`src/rtl/pab_pkg.sv`:
```
package pab_pkg;

  // Sum of the half-step shifts added by the redundant bit of each
  // non-final stage; removed once from the merged sum.
  function automatic int unsigned corr_offset(int unsigned n_stages, int unsigned step_w);
    int unsigned acc;
    acc = 0;
    for (int unsigned i = 0; i + 1 < n_stages; i++) begin
      acc = acc + (32'd1 << (step_w * (n_stages - 1 - i)));
    end
    return acc;
  endfunction

  // Weight (as a left shift) of stage i in the merged sum.
  function automatic int unsigned lane_shift(int unsigned n_stages, int unsigned step_w,
                                             int unsigned i);
    return step_w * (n_stages - 1 - i);
  endfunction

  // Odd-numbered lanes (stages 2, 4, ...) work on the opposite phase.
  function automatic bit falling_capture(int unsigned i);
    return (i % 2) == 1;
  endfunction

  // Rising-edge cycle at which lane i becomes available after capture
  // (and retiming for falling lanes) is ceil(i/2); the last lane sets
  // the alignment point n_stages/2.
  function automatic int unsigned align_depth(int unsigned n_stages, int unsigned i);
    return (n_stages / 2) - ((i + 1) / 2);
  endfunction

endpackage

```
`src/rtl/pab_rst_sync.sv`:
```
module pab_rst_sync (
  input  logic clk,
  input  logic rst_n,
  output logic rst_sync_n
);

  logic [1:0] sync_q;
  logic [1:0] sync_d;

  always_comb begin
    sync_d = {sync_q[0], 1'b1};
  end

  always_ff @(posedge clk or negedge rst_n) begin
    if (!rst_n) begin
      sync_q <= '0;
    end else begin
      sync_q <= sync_d;
    end
  end

  assign rst_sync_n = sync_q[1];

endmodule

```
`src/rtl/pab_stage_capture.sv`:
```
module pab_stage_capture #(
  parameter int unsigned W       = 4,
  parameter bit          FALLING = 1'b0
) (
  input  logic         clk,
  input  logic         rst_n,
  input  logic [W-1:0] code_in,
  output logic [W-1:0] code_rise
);

  generate
    if (FALLING) begin : g_fall
      logic [W-1:0] neg_q;
      logic [W-1:0] ret_q;

      always_ff @(negedge clk or negedge rst_n) begin
        if (!rst_n) begin
          neg_q <= '0;
        end else begin
          neg_q <= code_in;
        end
      end

      // Move the half-cycle-late capture onto the common rising edge.
      always_ff @(posedge clk or negedge rst_n) begin
        if (!rst_n) begin
          ret_q <= '0;
        end else begin
          ret_q <= neg_q;
        end
      end

      assign code_rise = ret_q;
    end else begin : g_rise
      logic [W-1:0] pos_q;

      always_ff @(posedge clk or negedge rst_n) begin
        if (!rst_n) begin
          pos_q <= '0;
        end else begin
          pos_q <= code_in;
        end
      end

      assign code_rise = pos_q;
    end
  endgenerate

endmodule

```
`src/rtl/pab_delay.sv`:
```
module pab_delay #(
  parameter int unsigned W     = 4,
  parameter int unsigned DEPTH = 1
) (
  input  logic         clk,
  input  logic         rst_n,
  input  logic [W-1:0] din,
  output logic [W-1:0] dout
);

  generate
    if (DEPTH == 0) begin : g_wire
      assign dout = din;
    end else begin : g_pipe
      logic [W-1:0] pipe_q [DEPTH];

      always_ff @(posedge clk or negedge rst_n) begin
        if (!rst_n) begin
          for (int k = 0; k < DEPTH; k++) begin
            pipe_q[k] <= '0;
          end
        end else begin
          pipe_q[0] <= din;
          for (int k = 1; k < DEPTH; k++) begin
            pipe_q[k] <= pipe_q[k-1];
          end
        end
      end

      assign dout = pipe_q[DEPTH-1];
    end
  endgenerate

endmodule

```
`src/rtl/pab_corrector.sv`:
```
module pab_corrector
  import pab_pkg::*;
#(
  parameter int unsigned NUM_STAGES = 4,
  parameter int unsigned CODE_W     = 4,
  parameter int unsigned STEP_W     = 3,
  parameter int unsigned OUT_W      = 12
) (
  input  logic [NUM_STAGES*CODE_W-1:0] codes,
  output logic [OUT_W-1:0]             value
);

  // Two guard bits: one for the carry headroom, one for the sign.
  localparam int unsigned SUM_W = CODE_W + STEP_W * (NUM_STAGES - 1) + 2;
  localparam logic [SUM_W-1:0] OFFSET = SUM_W'(corr_offset(NUM_STAGES, STEP_W));

  logic [SUM_W-1:0] acc;
  logic             below;
  logic             above;

  always_comb begin
    acc = '0 - OFFSET;
    for (int unsigned i = 0; i < NUM_STAGES; i++) begin
      acc = acc + (SUM_W'(codes[i*CODE_W +: CODE_W]) << lane_shift(NUM_STAGES, STEP_W, i));
    end
  end

  assign below = acc[SUM_W-1];
  assign above = !below && (acc[SUM_W-2:OUT_W] != '0);

  always_comb begin
    if (below) begin
      value = '0;
    end else if (above) begin
      value = '1;
    end else begin
      value = acc[OUT_W-1:0];
    end
  end

endmodule

```
`src/rtl/pipe_adc_backend.sv`:
```
module pipe_adc_backend
  import pab_pkg::*;
#(
  parameter int unsigned NUM_STAGES = 4,
  parameter int unsigned CODE_W     = 4,
  parameter int unsigned STEP_W     = 3,
  parameter int unsigned OUT_W      = 12
) (
  input  logic                         clk,
  input  logic                         rst_n,
  input  logic                         smp_valid,
  input  logic [NUM_STAGES*CODE_W-1:0] stage_codes,
  output logic [OUT_W-1:0]             result,
  output logic                         result_valid
);

  localparam int unsigned BUS_W = NUM_STAGES * CODE_W;

  logic             rst_sync_n;
  logic [BUS_W-1:0] aligned_codes;
  logic             valid_rise;
  logic             aligned_valid;
  logic [OUT_W-1:0] corr_value;

  logic [OUT_W-1:0] result_q;
  logic [OUT_W-1:0] result_d;
  logic             valid_q;
  logic             valid_d;

  pab_rst_sync u_rst (
    .clk        (clk),
    .rst_n      (rst_n),
    .rst_sync_n (rst_sync_n)
  );

  // Per-lane capture on the lane's phase, then delay to the common point.
  for (genvar gi = 0; gi < NUM_STAGES; gi++) begin : g_stage
    logic [CODE_W-1:0] rise_code;

    pab_stage_capture #(
      .W       (CODE_W),
      .FALLING (falling_capture(gi))
    ) u_cap (
      .clk       (clk),
      .rst_n     (rst_sync_n),
      .code_in   (stage_codes[gi*CODE_W +: CODE_W]),
      .code_rise (rise_code)
    );

    pab_delay #(
      .W     (CODE_W),
      .DEPTH (align_depth(NUM_STAGES, gi))
    ) u_dly (
      .clk   (clk),
      .rst_n (rst_sync_n),
      .din   (rise_code),
      .dout  (aligned_codes[gi*CODE_W +: CODE_W])
    );
  end

  // The strobe follows the first lane exactly.
  pab_stage_capture #(
    .W       (1),
    .FALLING (1'b0)
  ) u_vcap (
    .clk       (clk),
    .rst_n     (rst_sync_n),
    .code_in   (smp_valid),
    .code_rise (valid_rise)
  );

  pab_delay #(
    .W     (1),
    .DEPTH (align_depth(NUM_STAGES, 0))
  ) u_vdly (
    .clk   (clk),
    .rst_n (rst_sync_n),
    .din   (valid_rise),
    .dout  (aligned_valid)
  );

  pab_corrector #(
    .NUM_STAGES (NUM_STAGES),
    .CODE_W     (CODE_W),
    .STEP_W     (STEP_W),
    .OUT_W      (OUT_W)
  ) u_corr (
    .codes (aligned_codes),
    .value (corr_value)
  );

  // Second buffer: load only on a real sample, otherwise hold.
  always_comb begin
    result_d = result_q;
    valid_d  = aligned_valid;
    if (aligned_valid) begin
      result_d = corr_value;
    end
  end

  always_ff @(posedge clk or negedge rst_sync_n) begin
    if (!rst_sync_n) begin
      result_q <= '0;
      valid_q  <= 1'b0;
    end else begin
      result_q <= result_d;
      valid_q  <= valid_d;
    end
  end

  assign result       = result_q;
  assign result_valid = valid_q;

endmodule

```
`config.mk`:
```
export PLATFORM = sky130hd
export DESIGN_NAME = pipe_adc_backend
export DESIGN_NICKNAME = d
export VERILOG_FILES = /design/src/rtl/pab_pkg.sv /design/src/rtl/pab_rst_sync.sv /design/src/rtl/pab_stage_capture.sv /design/src/rtl/pab_delay.sv /design/src/rtl/pab_corrector.sv /design/src/rtl/pipe_adc_backend.sv
export SDC_FILE = /design/constraint.sdc
export NUM_CORES = 1
export LEC_CHECK = 0
export BUFFER_PORTS_ARGS = -buffer_cell sky130_fd_sc_hd__buf_4
export CELL_PAD_IN_SITES_DETAIL_PLACEMENT = 0
export CELL_PAD_IN_SITES_GLOBAL_PLACEMENT = 1
export CORE_UTILIZATION = 49
export CTS_CLUSTER_SIZE = 24
export DETAILED_ROUTE_END_ITERATION = 7
export GPL_TIMING_DRIVEN = 0
export PLACE_DENSITY_LB_ADDON = 0.05
export SYNTH_ARGS = -nofsm -noshare
export SYNTH_HDL_FRONTEND = slang
export SYNTH_SLANG_ARGS = --single-unit
```
`constraint.sdc`:
```
create_clock -name clk -period 2.7 [get_ports clk]
set_input_delay 0.135 -clock clk [delete_from_list [all_inputs] [get_ports clk]]
set_output_delay 0.135 -clock clk [all_outputs]
set_load 0.03 [all_outputs]
```
After elaboration in Yosys (flattened, before gate mapping) --
Index checks and enable logic that the tools add are counted.
Word-level totals: register bits after elaboration 58, input bits 19, output and inout bits 13, logic and storage cells 25
Cells by class: $add $sub $neg 4, mux-type cells 2, reduce and logical (&&, ||, !) cells 3
Operator list (count):
- 2-to-1 mux 12 bit | 2
- adder 11 x 14 -> 15 bit, first input constant | 1
- adder 15 x 10 -> 15 bit | 1
- adder 15 x 4 -> 15 bit | 1
- adder 15 x 7 -> 15 bit | 1
- nonzero test 2 bit | 1
- logical AND 1 bit | 1
- logical NOT 1 bit | 1

Longest topological paths before layout --
depth in word-level cells 8, gate-level depth with buffers 12, depth with buffers taken out 11

Hierarchy --
From an unflattened synthesis, not the netlist that was laid out.
Second synthesis, totals: cell total of the unflattened synthesis 158, area total of the unflattened synthesis 2299.7 um^2
Modules (own cells, without submodules):
- pab_corrector | instances 1, cells each 78, area each 600.6 um^2, seq. area each 0.0 um^2
- pipe_adc_backend | instances 1, cells each 26, area each 509.2 um^2, seq. area each 325.3 um^2
- pab_stage_capture at g_stage[1].u_cap ... | instances 2, cells each 8, area each 200.2 um^2, seq. area each 200.2 um^2
- pab_delay at g_stage[0].u_dly | instances 1, cells each 12, area each 230.2 um^2, seq. area each 200.2 um^2
- pab_delay at g_stage[1].u_dly ... | instances 2, cells each 4, area each 100.1 um^2, seq. area each 100.1 um^2
- pab_stage_capture at g_stage[0].u_cap ... | instances 2, cells each 4, area each 100.1 um^2, seq. area each 100.1 um^2
- pab_rst_sync | instances 1, cells each 3, area each 53.8 um^2, seq. area each 50.0 um^2
- pab_delay at u_vdly | instances 1, cells each 2, area each 50.0 um^2, seq. area each 50.0 um^2
- pab_delay at g_stage[3].u_dly | instances 1, cells each 4, area each 30.0 um^2, seq. area each 0.0 um^2
- pab_stage_capture at u_vcap | instances 1, cells each 1, area each 25.0 um^2, seq. area each 25.0 um^2

==> metrics.md <==
| Metric | Value |
|---|---|
| Status | `finished clean` |
| Pwr per Cell Area | `825 nW/um^2` |
| Die extent in x | `around 67 um` |
| # rows | `23` |
| Worst VDD drop | `approximately 460 uV` |
| Core region area | `just over 4000 um^2` |
| Post-DP Area | `2370 um^2` |
| Total Wirelength | `~3.1 mm` |
| Fin area | `2790 um^2` |
| Area of the multi-input gates | `roughly 600 um^2` |
| Final Util | `0.693` |
| Netlist cell types | `27` |
| Die ar. | `about 4500 um^2` |
| Initial detailed-routing violation count | `between 70 and 80` |
| Hold Violations, Final | `0` |
| Area delta synth->final | `34.5%` |
| Max Clock Freq | `roughly 380 MHz` |
| Top cells by area, synth | `dfrtp_1 (60%), dfrtn_1 (9.7%), ha_1 (8.4%)` |
| Kind of critical path | `flip-flop to flip-flop` |
| Hold WC Path Type | `input port to asynchronous set/reset pin` |
| Port Buffers | `31` |
| GR Util All Layers | `0.162` |
| Share of cells above drive strength 1 | `0.308` |
| Share of the synthesized area in the top cell type | `0.603` |
| Sw frac | `0.234` |
| CP arrival | `around 2.8 ns` |
| WL/cell | `about 13 um` |
| Post-route ant nets | `0` |
| CTS H-Tree Depth | `3` |
| Initial antenna violation count | `0` |
| Clock Skew | `roughly 0.0065 ns` |
| Clk_lat worst skew | `approximately 0.32 ns` |
| Max-cap check violation count | `0` |
| Synth Warn # | `0` |
| TritonCTS clock tree | `built` |
| Pint | `1.76 mW` |
| Async set or reset register ratio after synthesis | `1.00` |
| Startpoint types | `flip-flop` |
| Average via count per standard cell | `5.04` |
| Fin crit share | `0.974` |
| Final Setup Violations | `0` |
| RD Place Congestion | `approximately 0.78` |
| Final Hold Slack | `approximately 0.16 ns` |
| Combinational fraction of design power | `0.146` |
| Top FF cell, synth | `dfrtp_1` |
| Worst path required time | `between 2 and 3 ns` |
| First-pass GRT wire length | `between 4 and 5 mm` |
| DRC viols | `0` |
| Layout fillers | `307` |
| Most numerous cell in the Yosys netlist | `dfrtp_1` |
| Vias in the first global route | `approximately 1200` |
| CTS Sinks | `slightly below 60` |
| Diodes inserted | `0` |
| Grt total ovfl | `0` |
| Setup WS pre-CTS | `-0.163 ns` |
| EDFF count, synth | `0` |
| First-pass iteration count of the detailed router | `4` |
| Fin nets | `approximately 230` |
| Slew @ Worst Pin | `approximately 1.1 ns` |
| Critical path capture point type | `flip-flop` |
| Chip height | `67.1 um` |
| Clk buf depth | `2` |
| P_leak | `around 1.3 nW` |
| CTS clk-pin slew, worst paths | `roughly 0.06 ns` |
| Mapped Cells | `around 140` |
| Critical-path cell list | `inv_2, ha_4, inv_2, ha_4, fa_2, a211o_1, nand4_1, a21boi_2, o21a_1, o41a_1, buf_6, a221o_1` |
| Average size of a mapped cell | `between 15 and 20 um^2` |
| Final WS setup | `~0.07 ns` |
| Overall power | `between 2 and 2.5 mW` |
| Starting Density | `0.515` |
| Total CTS buffers | `9` |
| Clock power frac | `0.424` |
| Num ports | `32` |
| CP max FO | `10` |
| Worst path max stage delay | `0.37 ns` |
| Detail Placement HPWL | `around 2 mm` |
| RSZ-0062 raised after global routing | `yes` |
| Slowest CP cell | `dfrtp_1` |
| Mapped Nets | `between 150 and 200` |
| Vias | `~1300` |
| Synthesized area | `around 2100 um^2` |
| Synth cell count leaders | `dfrtp_1 (50), ha_1 (14), a221o_1 (12), inv_1 (12), dfrtn_1 (8)` |
| Psw | `between 0.5 and 0.6 mW` |
| Cell accounting for the most synthesized area | `dfrtp_1` |
| CTS root buf | `clkbuf_8` |
| Sequential-to-total area share from yosys stat | `0.700` |
| FF/Latch Area | `approximately 1500 um^2` |
| Largest net degree at the start of global routing | `57` |
| Min cycle time layout | `roughly 2.6 ns` |
| Sequential share of power | `0.429` |
| Max-slew headroom | `0.264` |
| Final Max Tran Viols | `0` |
| #FFs+latches synth | `58` |
-- what timing repair did --
item                       CTS  global route
hold buffers                10             0
pin swaps                    1             0
setup endpoints to repair   10            12
setup buffers                2             2
hold endpoints to repair    11             0
gates resized for setup      4             7
-- worst max-delay path: cells and delay by family, from the launching register on --
family          cells  cell delay [ns]
simple gates        1             0.13
buf+inv             3             0.26
flops               1             0.37
fa+ha+maj           3             0.60
compound gates      5             1.14
-- through the flow --
stage / setup TNS, ns / std cells
floorplan: 0 / 137
detailed placement: -1.49 / 218
CTS: 0 / 246
global placement: -1.25 / 218
finish: 0 / 248
global route: -0.103 / 248
-- registers in the layout, indices dropped and copies added (netlist names), 2 cells and up --
name	flops
g_stage.u_cap.code_rise	16
g_stage.u_dly.dout	12
result	12
g_stage.u_cap.g_fall.neg_q	8
g_stage.u_dly.g_pipe.pipe_q	4
u_rst.sync_q	2
-- final cells by class --
type                       instances  area share
timing repair buffer              45       0.130
clock buffer                      11      0.0543
buffer                             3     0.00673
clock inverter                     5      0.0359
multi-input combinational         64       0.214
inverter                          12      0.0161
tap                               50      0.0224
sequential                        58       0.521
-- logic make-up after synthesis --
kind of cell / share of synthesized area
AO/OA/AOI/OAI: 0.131
XOR/XNOR: 0.0211
adder cells (fa/ha/maj): 0.0941
buffers and inverters: 0.0277
flip-flops: 0.700
other: 0.00181
AND/OR/NAND/NOR: 0.0247
-- cells in the final DEF (no fill, tap or decap), types with 2 or more instances in the layout --
| cell type | n |
|---|---|
| inv_2 | 3 |
| dlygate4sd3_1 | 10 |
| buf_4 | 35 |
| ha_1 | 12 |
| clkinv_2 | 2 |
| nand4b_1 | 2 |
| clkbuf_8 | 11 |
| a31oi_1 | 2 |
| xnor2_1 | 3 |
| clkbuf_1 | 2 |
| a221o_1 | 12 |
| inv_1 | 9 |
| o21a_1 | 3 |
| nor3_1 | 2 |
| ha_4 | 2 |
| dfrtp_1 | 49 |
| nand2_1 | 2 |
| a21o_1 | 4 |
| xor2_1 | 2 |
| dfrtn_1 | 8 |
| bufinv_16 | 3 |
| a21oi_1 | 7 |
-- power by group through the flow --
stage	Sequential [mW]	Clock [mW]	Combinational [mW]
floorplan	1.07	0	0.132
global placement	0.999	0	0.302
detailed placement	1.01	0	0.307
CTS	0.990	0.995	0.330
global route	0.999	1.04	0.367
finish	0.988	0.976	0.337
-- metal layers --
layer / vias to the layer above / GRT usage / wire length, um
li1: 601 / - / -
met1: 607 / 0.185 / 1350
met2: 34 / 0.255 / 1520
met3: 8 / 0.0514 / 161
met4: 0 / 0.112 / 74
met5: - / 0 / 0
-- path summary, 6_finish.rpt --
path                                                              from                                    endpoint  slack, ns  cells after the start
hold / removal                                                   rst_n                   u_rst.sync_q[1]$_DFF_PN0_       0.16                      2
min in group clk           g_stage[0].u_dly.g_pipe.pipe_q[4]$_DFF_PN0_          g_stage[0].u_dly.dout[0]$_DFF_PN0_       0.34                      0
hold reg to reg            g_stage[0].u_dly.g_pipe.pipe_q[4]$_DFF_PN0_          g_stage[0].u_dly.dout[0]$_DFF_PN0_       0.34                      0
setup reg to reg                    g_stage[2].u_dly.dout[0]$_DFF_PN0_                      result[10]$_DFFE_PN0P_       0.07                     12
max in group asynchronous                    u_rst.sync_q[1]$_DFF_PN0_  g_stage[3].u_cap.g_fall.neg_q[0]$_DFF_NN0_       0.28                      0
setup / recovery                    g_stage[2].u_dly.dout[0]$_DFF_PN0_                      result[10]$_DFFE_PN0P_       0.07                     12
Power figures use the tool's default switching activity.
